<file path="config.mk">
export PLATFORM = sky130hd
export DESIGN_NAME = mcal_top
export DESIGN_NICKNAME = d
export VERILOG_FILES = /design/src/rtl/mcal_pkg.sv /design/src/rtl/mcal_interval.sv /design/src/rtl/mcal_hist.sv /design/src/rtl/mcal_decoder.sv /design/src/rtl/mcal_top.sv
export SDC_FILE = /design/constraint.sdc
export NUM_CORES = 1
export LEC_CHECK = 0
export ABC_AREA = 1
export BUFFER_PORTS_ARGS = -buffer_cell sky130_fd_sc_hd__buf_2
export CORE_AREA = 4 4 63 89
export CTS_BUF_LIST = sky130_fd_sc_hd__clkbuf_8
export DETAILED_ROUTE_END_ITERATION = 16
export DIE_AREA = 0 0 67 93
export PLACE_DENSITY = 0.73
export SLEW_MARGIN = 20
export SYNTH_ARGS = -nofsm -noshare
export SYNTH_HDL_FRONTEND = slang
export SYNTH_SLANG_ARGS = --single-unit
export TNS_END_PERCENT = 5
</file>
<file path="constraint.sdc">
create_clock -name clk -period 2.9 [get_ports clk]
set_input_delay 0.29 -clock clk [delete_from_list [all_inputs] [get_ports clk]]
set_output_delay 0.29 -clock clk [all_outputs]
set_load 0.03 [all_outputs]
</file>
<file path="src/rtl/mcal_pkg.sv">
package mcal_pkg;
  // Decoder phase: hunting for a full-bit interval, last edge mid-bit,
  // or last edge on a bit boundary.
  typedef enum logic [1:0] {
    DS_HUNT = 2'd0,
    DS_MID  = 2'd1,
    DS_BND  = 2'd2
  } dec_state_e;
endpackage

</file>
<file path="src/rtl/mcal_interval.sv">
module mcal_interval #(
  parameter int SAT   = 12,
  parameter int LEN_W = $clog2(SAT + 1)
) (
  input  logic             clk,
  input  logic             rst,
  input  logic             line_i,
  output logic             ev_o,
  output logic [LEN_W-1:0] len_o,
  output logic             lvl_o
);
  logic             s1, s2, primed;
  logic [LEN_W-1:0] cnt;
  logic             edge_w;

  assign edge_w = s1 ^ s2;

  always_ff @(posedge clk) begin
    if (rst) begin
      s1     <= 1'b0;
      s2     <= 1'b0;
      primed <= 1'b0;
      cnt    <= LEN_W'(SAT);
      ev_o   <= 1'b0;
      len_o  <= '0;
      lvl_o  <= 1'b0;
    end else begin
      s1    <= line_i;
      s2    <= s1;
      ev_o  <= edge_w & primed;
      lvl_o <= s1;
      if (edge_w) begin
        primed <= 1'b1;
        len_o  <= cnt;
        cnt    <= LEN_W'(1);
      end else if (cnt != LEN_W'(SAT)) begin
        cnt <= cnt + 1'b1;
      end
    end
  end


  len_range_chk: assert property (@(posedge clk) disable iff (rst)
    ev_o |-> (len_o >= LEN_W'(1)) && (len_o <= LEN_W'(SAT)));
endmodule

</file>
<file path="src/rtl/mcal_hist.sv">
module mcal_hist #(
  parameter int MASK_W = 11,
  parameter int BATCH  = 1024,
  parameter int LEN_W  = 4
) (
  input  logic              clk,
  input  logic              rst,
  input  logic              ev_i,
  input  logic [LEN_W-1:0]  len_i,
  input  logic              stat_rd_i,
  output logic [MASK_W-1:0] mask_o,
  output logic [LEN_W-1:0]  thr_o,
  output logic              last_fail_o,
  output logic              any_fail_o,
  output logic              done_o
);
  localparam int BC_W = $clog2(BATCH);

  logic [MASK_W-1:0] acc, hit, fin, lo_seen, hi_seen;
  logic [BC_W-1:0]   bcnt;
  logic              batch_end, found, lo_run, hi_run;
  logic [LEN_W-1:0]  gap_thr;

  always_comb begin
    hit = '0;
    for (int i = 0; i < MASK_W; i++)
      if (len_i == LEN_W'(i + 1)) hit[i] = 1'b1;
  end

  assign batch_end = ev_i && (bcnt == BC_W'(BATCH - 1));
  assign fin       = acc | (ev_i ? hit : '0);

  // Gap search: lowest empty slot with occupied slots below and above.
  always_comb begin
    lo_run = 1'b0;
    for (int i = 0; i < MASK_W; i++) begin
      lo_seen[i] = lo_run;
      lo_run     = lo_run | fin[i];
    end
    hi_run = 1'b0;
    for (int i = MASK_W - 1; i >= 0; i--) begin
      hi_seen[i] = hi_run;
      hi_run     = hi_run | fin[i];
    end
    found   = 1'b0;
    gap_thr = '0;
    for (int i = 0; i < MASK_W; i++) begin
      if (!found && !fin[i] && lo_seen[i] && hi_seen[i]) begin
        found   = 1'b1;
        gap_thr = LEN_W'(i + 1);
      end
    end
  end

  always_ff @(posedge clk) begin
    if (rst) begin
      acc         <= '0;
      bcnt        <= '0;
      mask_o      <= '0;
      thr_o       <= '0;
      last_fail_o <= 1'b0;
      any_fail_o  <= 1'b0;
      done_o      <= 1'b0;
    end else begin
      done_o     <= batch_end;
      any_fail_o <= (any_fail_o & ~stat_rd_i) | (batch_end & ~found);
      if (ev_i) begin
        if (batch_end) begin
          acc  <= '0;
          bcnt <= '0;
        end else begin
          acc  <= fin;
          bcnt <= bcnt + 1'b1;
        end
      end
      if (batch_end) begin
        mask_o      <= fin;
        last_fail_o <= ~found;
        if (found) thr_o <= gap_thr;
      end
    end
  end


  thr_update_chk: assert property (@(posedge clk) disable iff (rst)
    !$stable(thr_o) |-> $past(batch_end));

  fail_keeps_thr_chk: assert property (@(posedge clk) disable iff (rst)
    (done_o && last_fail_o) |-> $stable(thr_o));

  sticky_set_chk: assert property (@(posedge clk) disable iff (rst)
    (done_o && last_fail_o) |-> any_fail_o);

  pass_gap_chk: assert property (@(posedge clk) disable iff (rst)
    (done_o && !last_fail_o) |-> (thr_o >= LEN_W'(2)) && !mask_o[thr_o - 1'b1]);
endmodule

</file>
<file path="src/rtl/mcal_decoder.sv">
module mcal_decoder
  import mcal_pkg::*;
#(
  parameter int SAT   = 12,
  parameter int LEN_W = 4
) (
  input  logic             clk,
  input  logic             rst,
  input  logic             ev_i,
  input  logic [LEN_W-1:0] len_i,
  input  logic             lvl_i,
  input  logic [LEN_W-1:0] thr_i,
  output logic             bit_o,
  output logic             vld_o
);
  dec_state_e st;

  always_ff @(posedge clk) begin
    if (rst) begin
      st    <= DS_HUNT;
      bit_o <= 1'b0;
      vld_o <= 1'b0;
    end else begin
      vld_o <= 1'b0;
      if (ev_i) begin
        if (thr_i == '0 || len_i == LEN_W'(SAT)) begin
          st <= DS_HUNT;
        end else if (len_i >= thr_i) begin
          st    <= DS_MID;
          vld_o <= 1'b1;
          bit_o <= lvl_i;
        end else if (st == DS_MID) begin
          st <= DS_BND;
        end else if (st == DS_BND) begin
          st    <= DS_MID;
          vld_o <= 1'b1;
          bit_o <= lvl_i;
        end
      end
    end
  end


  no_thr_no_bit_chk: assert property (@(posedge clk) disable iff (rst)
    vld_o |-> ($past(ev_i) && $past(thr_i) != '0));

  sat_no_bit_chk: assert property (@(posedge clk) disable iff (rst)
    vld_o |-> ($past(len_i) != LEN_W'(SAT)));

  bit_level_chk: assert property (@(posedge clk) disable iff (rst)
    vld_o |-> (bit_o == $past(lvl_i)));
endmodule

</file>
<file path="src/rtl/mcal_top.sv">
module mcal_top #(
  parameter int MASK_W = 11,
  parameter int BATCH  = 1024,
  localparam int SAT   = MASK_W + 1,
  localparam int LEN_W = $clog2(SAT + 1)
) (
  input  logic              clk,
  input  logic              rst,
  input  logic              line_i,
  input  logic              stat_rd_i,
  output logic [MASK_W-1:0] mask_o,
  output logic [LEN_W-1:0]  thr_o,
  output logic              last_fail_o,
  output logic              any_fail_o,
  output logic              cal_done_o,
  output logic              bit_o,
  output logic              bit_vld_o
);
  logic             ev;
  logic [LEN_W-1:0] len;
  logic             lvl;

  mcal_interval #(.SAT(SAT), .LEN_W(LEN_W)) u_int (
    .clk(clk), .rst(rst), .line_i(line_i),
    .ev_o(ev), .len_o(len), .lvl_o(lvl)
  );

  mcal_hist #(.MASK_W(MASK_W), .BATCH(BATCH), .LEN_W(LEN_W)) u_hist (
    .clk(clk), .rst(rst), .ev_i(ev), .len_i(len), .stat_rd_i(stat_rd_i),
    .mask_o(mask_o), .thr_o(thr_o), .last_fail_o(last_fail_o),
    .any_fail_o(any_fail_o), .done_o(cal_done_o)
  );

  mcal_decoder #(.SAT(SAT), .LEN_W(LEN_W)) u_dec (
    .clk(clk), .rst(rst), .ev_i(ev), .len_i(len), .lvl_i(lvl),
    .thr_i(thr_o), .bit_o(bit_o), .vld_o(bit_vld_o)
  );
endmodule

</file>
==> impl_metrics.tcl <==
set metrics [dict create \
    ys_types 40 \
    cts_resized 0 \
    hold_viol 0 \
    ys_warn_count 0 \
    power_frac_clock 0.360 \
    reg2reg_depth 8 \
    drc_errors 0 \
    tritoncts "yes" \
    crit_path_start "u_int.ev_o$_SDFF_PP0_" \
    avgSynthCellArea_um2 7.62 \
    wire_per_inst_um 12.5 \
    area_delta_synth_final_pct 11.8 \
    cp-end-kind "flop" \
    path_cells "inv_2, nor4_2, nand3_1, nor3_2, nand2_1, nor2_1, inv_1, o21ai_0" \
    finalCritPeriodShare 0.828 \
    tightest_slew_ns 0.404 \
    clk_latency_ns 0.30 \
    dp_hpwl_um 4030 \
    drt-initial-drc-count 142 \
    crit_arrival_ns 2.64 \
    criticalPathCategory "reg2reg" \
    period_minus_slack_ns 2.40 \
    power.density_mw_per_mm2 503 \
    cts-buffers-inserted 5 \
    row_count 30 \
    overflow 0 \
    hold_depth 2 \
    drive_above_1_share 0.183 \
    vias_per_cell 5.10 \
    vdd_drop_max_mv 0.312 \
    cts_buffer_depth 2 \
    setup_viol 0 \
    wl_um 5390 \
    die_w_um 67 \
    max_stage_delay_ns 0.57 \
    cp_max_fo 11 \
    vias 2194 \
    root_buffer "clkbuf_8" \
    cp_num_buf_inv 2 \
    multi_input_area_mm2 0.00125 \
    slew_violations 0 \
    syn_area_mm2 0.00258 \
    max_freq_mhz 416 \
    rsz0062_at_grt "no" \
    crit_slowest_cell "dfxtp_1" \
    grt_max_degree 18 \
    final_antenna_net_count 0 \
    io_pins 24 \
    portBuffers 23 \
    ys_seq_elements 55 \
    p_sw_w 0.000351 \
    clk_pin_slew_ns 0.10 \
    initial_core_util 0.542 \
    gp_congestion 0.927 \
    synth_cells 339 \
    cp_top_family "simple AND/OR/NAND/NOR gates" \
    cp.required_ns 3.13 \
    power.internal_w 0.00110 \
    dieHeight_um 93 \
    rrSetupSlack_ns 0.50 \
    final.setup.tns_ns 0 \
    n_fill_cell 467 \
    slew_headroom 0.730 \
    ys_seq_area_frac 0.426 \
    path_depth 8 \
    grtUsageTotal 0.191 \
    layout_common_cells "55 x dfxtp_1, 50 x nand2_1, 45 x inv_1" \
    drv_cap 0 \
    seq_area_mm2 0.00110 \
    p_seq_frac 0.551 \
    mostFrequentLayoutCell "dfxtp_1" \
    hold_path_end "u_hist.any_fail_o$_SDFF_PP0_" \
    power.share.switching 0.242 \
    rr_endpoint "u_hist.mask_o[8]$_SDFFE_PP0P_" \
    antenna_found_initial 0 \
    antennaDiodeCount 0 \
    nets 378 \
    htree_num_levels 2 \
    hold_start "stat_rd_i" \
    startpoint_type "flop" \
    min_path_type "in2reg" \
    p_leak_nw 1.38 \
    cts_sinks 55 \
    coreArea_mm2 0.00477 \
    reg2reg_from "u_int.ev_o$_SDFF_PP0_" \
    pwr-share-comb 0.089 \
    synth_fp_nets 352 \
    status "finished clean" \
    cts_hold_buf 0 \
    fin_skew_ns 0.00718 \
    dieArea_mm2 0.00623 \
    firstDrtPassIters 4 \
    total_power_w 0.00145 \
    post_cts_buffers 0 \
    grt_pass1_wl_um 9260 \
    grt_pass1_vias 2098 \
]
-- power by group through the flow --
stage | Combinational, W | Sequential, W | Clock (W)
after floorplan | 0.000100 | 0.000811 | 0
after global placement | 0.000124 | 0.000817 | 0
after detailed placement | 0.000127 | 0.000818 | 0
after CTS | 0.000129 | 0.000800 | 0.000535
after global routing | 0.000151 | 0.000805 | 0.000561
final | 0.000129 | 0.000800 | 0.000523
-- registers in the layout (all words and copies together) (netlist names) --
name,flops
u_int.len_o,4
u_int.lvl_o,1
u_hist.any_fail_o,1
u_int.primed,1
u_int.ev_o,1
u_dec.bit_o,1
u_hist.mask_o,11
u_hist.done_o,1
u_hist.acc,11
u_int.s1,1
u_hist.bcnt,10
u_hist.thr_o,4
u_hist.last_fail_o,1
u_int.cnt,4
u_dec.vld_o,1
u_dec.st,2
-- kinds of logic after synthesis --
| group | Yosys count | share of synthesized area |
|---|---|---|
| fa+ha+maj | 9 | 0.0436 |
| flops | 55 | 0.426 |
| buf+inv | 61 | 0.0901 |
| compound gates | 59 | 0.136 |
| xor+xnor | 3 | 0.0102 |
| simple gates | 152 | 0.294 |
-- routing by layer --
layer / up-vias / global-route usage / part of all wire
li1: 1152 / - / -
met2: 46 / 0.342 / 0.51
met3: 13 / 0.0337 / 0.030
met5: - / 0 / 0
met1: 983 / 0.221 / 0.44
met4: 0 / 0.0677 / 0.023
-- stage by stage --
stage,cell area [um^2],std cells,setup slack (ns),utilization,hold WS [ns]
after floorplan,2580,339,0.956,-,0.368
after global placement,2770,422,0.584,0.581,0.429
after detailed placement,2770,422,0.489,0.581,0.432
after CTS,2890,430,0.449,0.606,0.160
after global routing,2890,430,0.170,0.606,0.168
final,2890,430,0.498,0.606,0.167
-- cell usage after synthesis --
cell type / count / area, um^2
inv_2: 8 / 30.0
a31oi_1: 3 / 18.8
nand3_1: 23 / 115
nand2_2: 5 / 31.3
nand2_1: 50 / 188
buf_4: 1 / 7.51
a21oi_2: 2 / 17.5
o22ai_1: 1 / 6.26
inv_1: 45 / 169
nand4_4: 1 / 21.3
o211ai_1: 1 / 7.51
a311oi_1: 1 / 8.76
nand3b_1: 1 / 7.51
ha_1: 9 / 113
xor2_1: 1 / 8.76
o21bai_1: 3 / 22.5
nand2_4: 1 / 11.3
nor2_1: 41 / 154
o31ai_1: 1 / 7.51
nor2_4: 6 / 67.6
xnor2_1: 2 / 17.5
nor3b_1: 2 / 15.0
nor3_1: 6 / 30.0
a211oi_1: 1 / 7.51
dfxtp_1: 55 / 1100
o2111a_1: 1 / 11.3
o21ai_2: 1 / 8.76
clkbuf_1: 6 / 22.5
o21ai_0: 26 / 130
a21oi_1: 15 / 75.1
o41ai_1: 1 / 8.76
nand3_2: 2 / 20.0
nor4_2: 1 / 12.5
o21ai_1: 1 / 5.00
or2_1: 1 / 6.26
nand4_1: 7 / 43.8
nor2_2: 4 / 25.0
clkinv_1: 1 / 3.75
nor3_2: 1 / 10.0
a21oi_4: 1 / 16.3
-- worst max path at each step --
| stage | to | slack (ns) |
|---|---|---|
| 3_3_place_gp | u_hist.mask_o[8]$_SDFFE_PP0P_ | 0.58 |
| 2_1_floorplan | u_hist.mask_o[8]$_SDFFE_PP0P_ | 0.96 |
| 3_5_place_dp | u_hist.mask_o[8]$_SDFFE_PP0P_ | 0.49 |
| 5_1_grt | u_hist.mask_o[3]$_SDFFE_PP0P_ | 0.17 |
| 6_report | u_hist.mask_o[8]$_SDFFE_PP0P_ | 0.50 |
| 4_1_cts | u_hist.mask_o[8]$_SDFFE_PP0P_ | 0.45 |
-- cell type report --
| cell class | count | area share |
|---|---|---|
| clock buffers | 6 | 0.0286 |
| multi-input cells | 223 | 0.432 |
| repair buffers | 26 | 0.0477 |
| inverters | 54 | 0.0702 |
| clock inverters | 2 | 0.0121 |
| flip-flops and latches | 55 | 0.381 |
| well taps | 64 | 0.0277 |
Power figures use the tool's default switching activity.
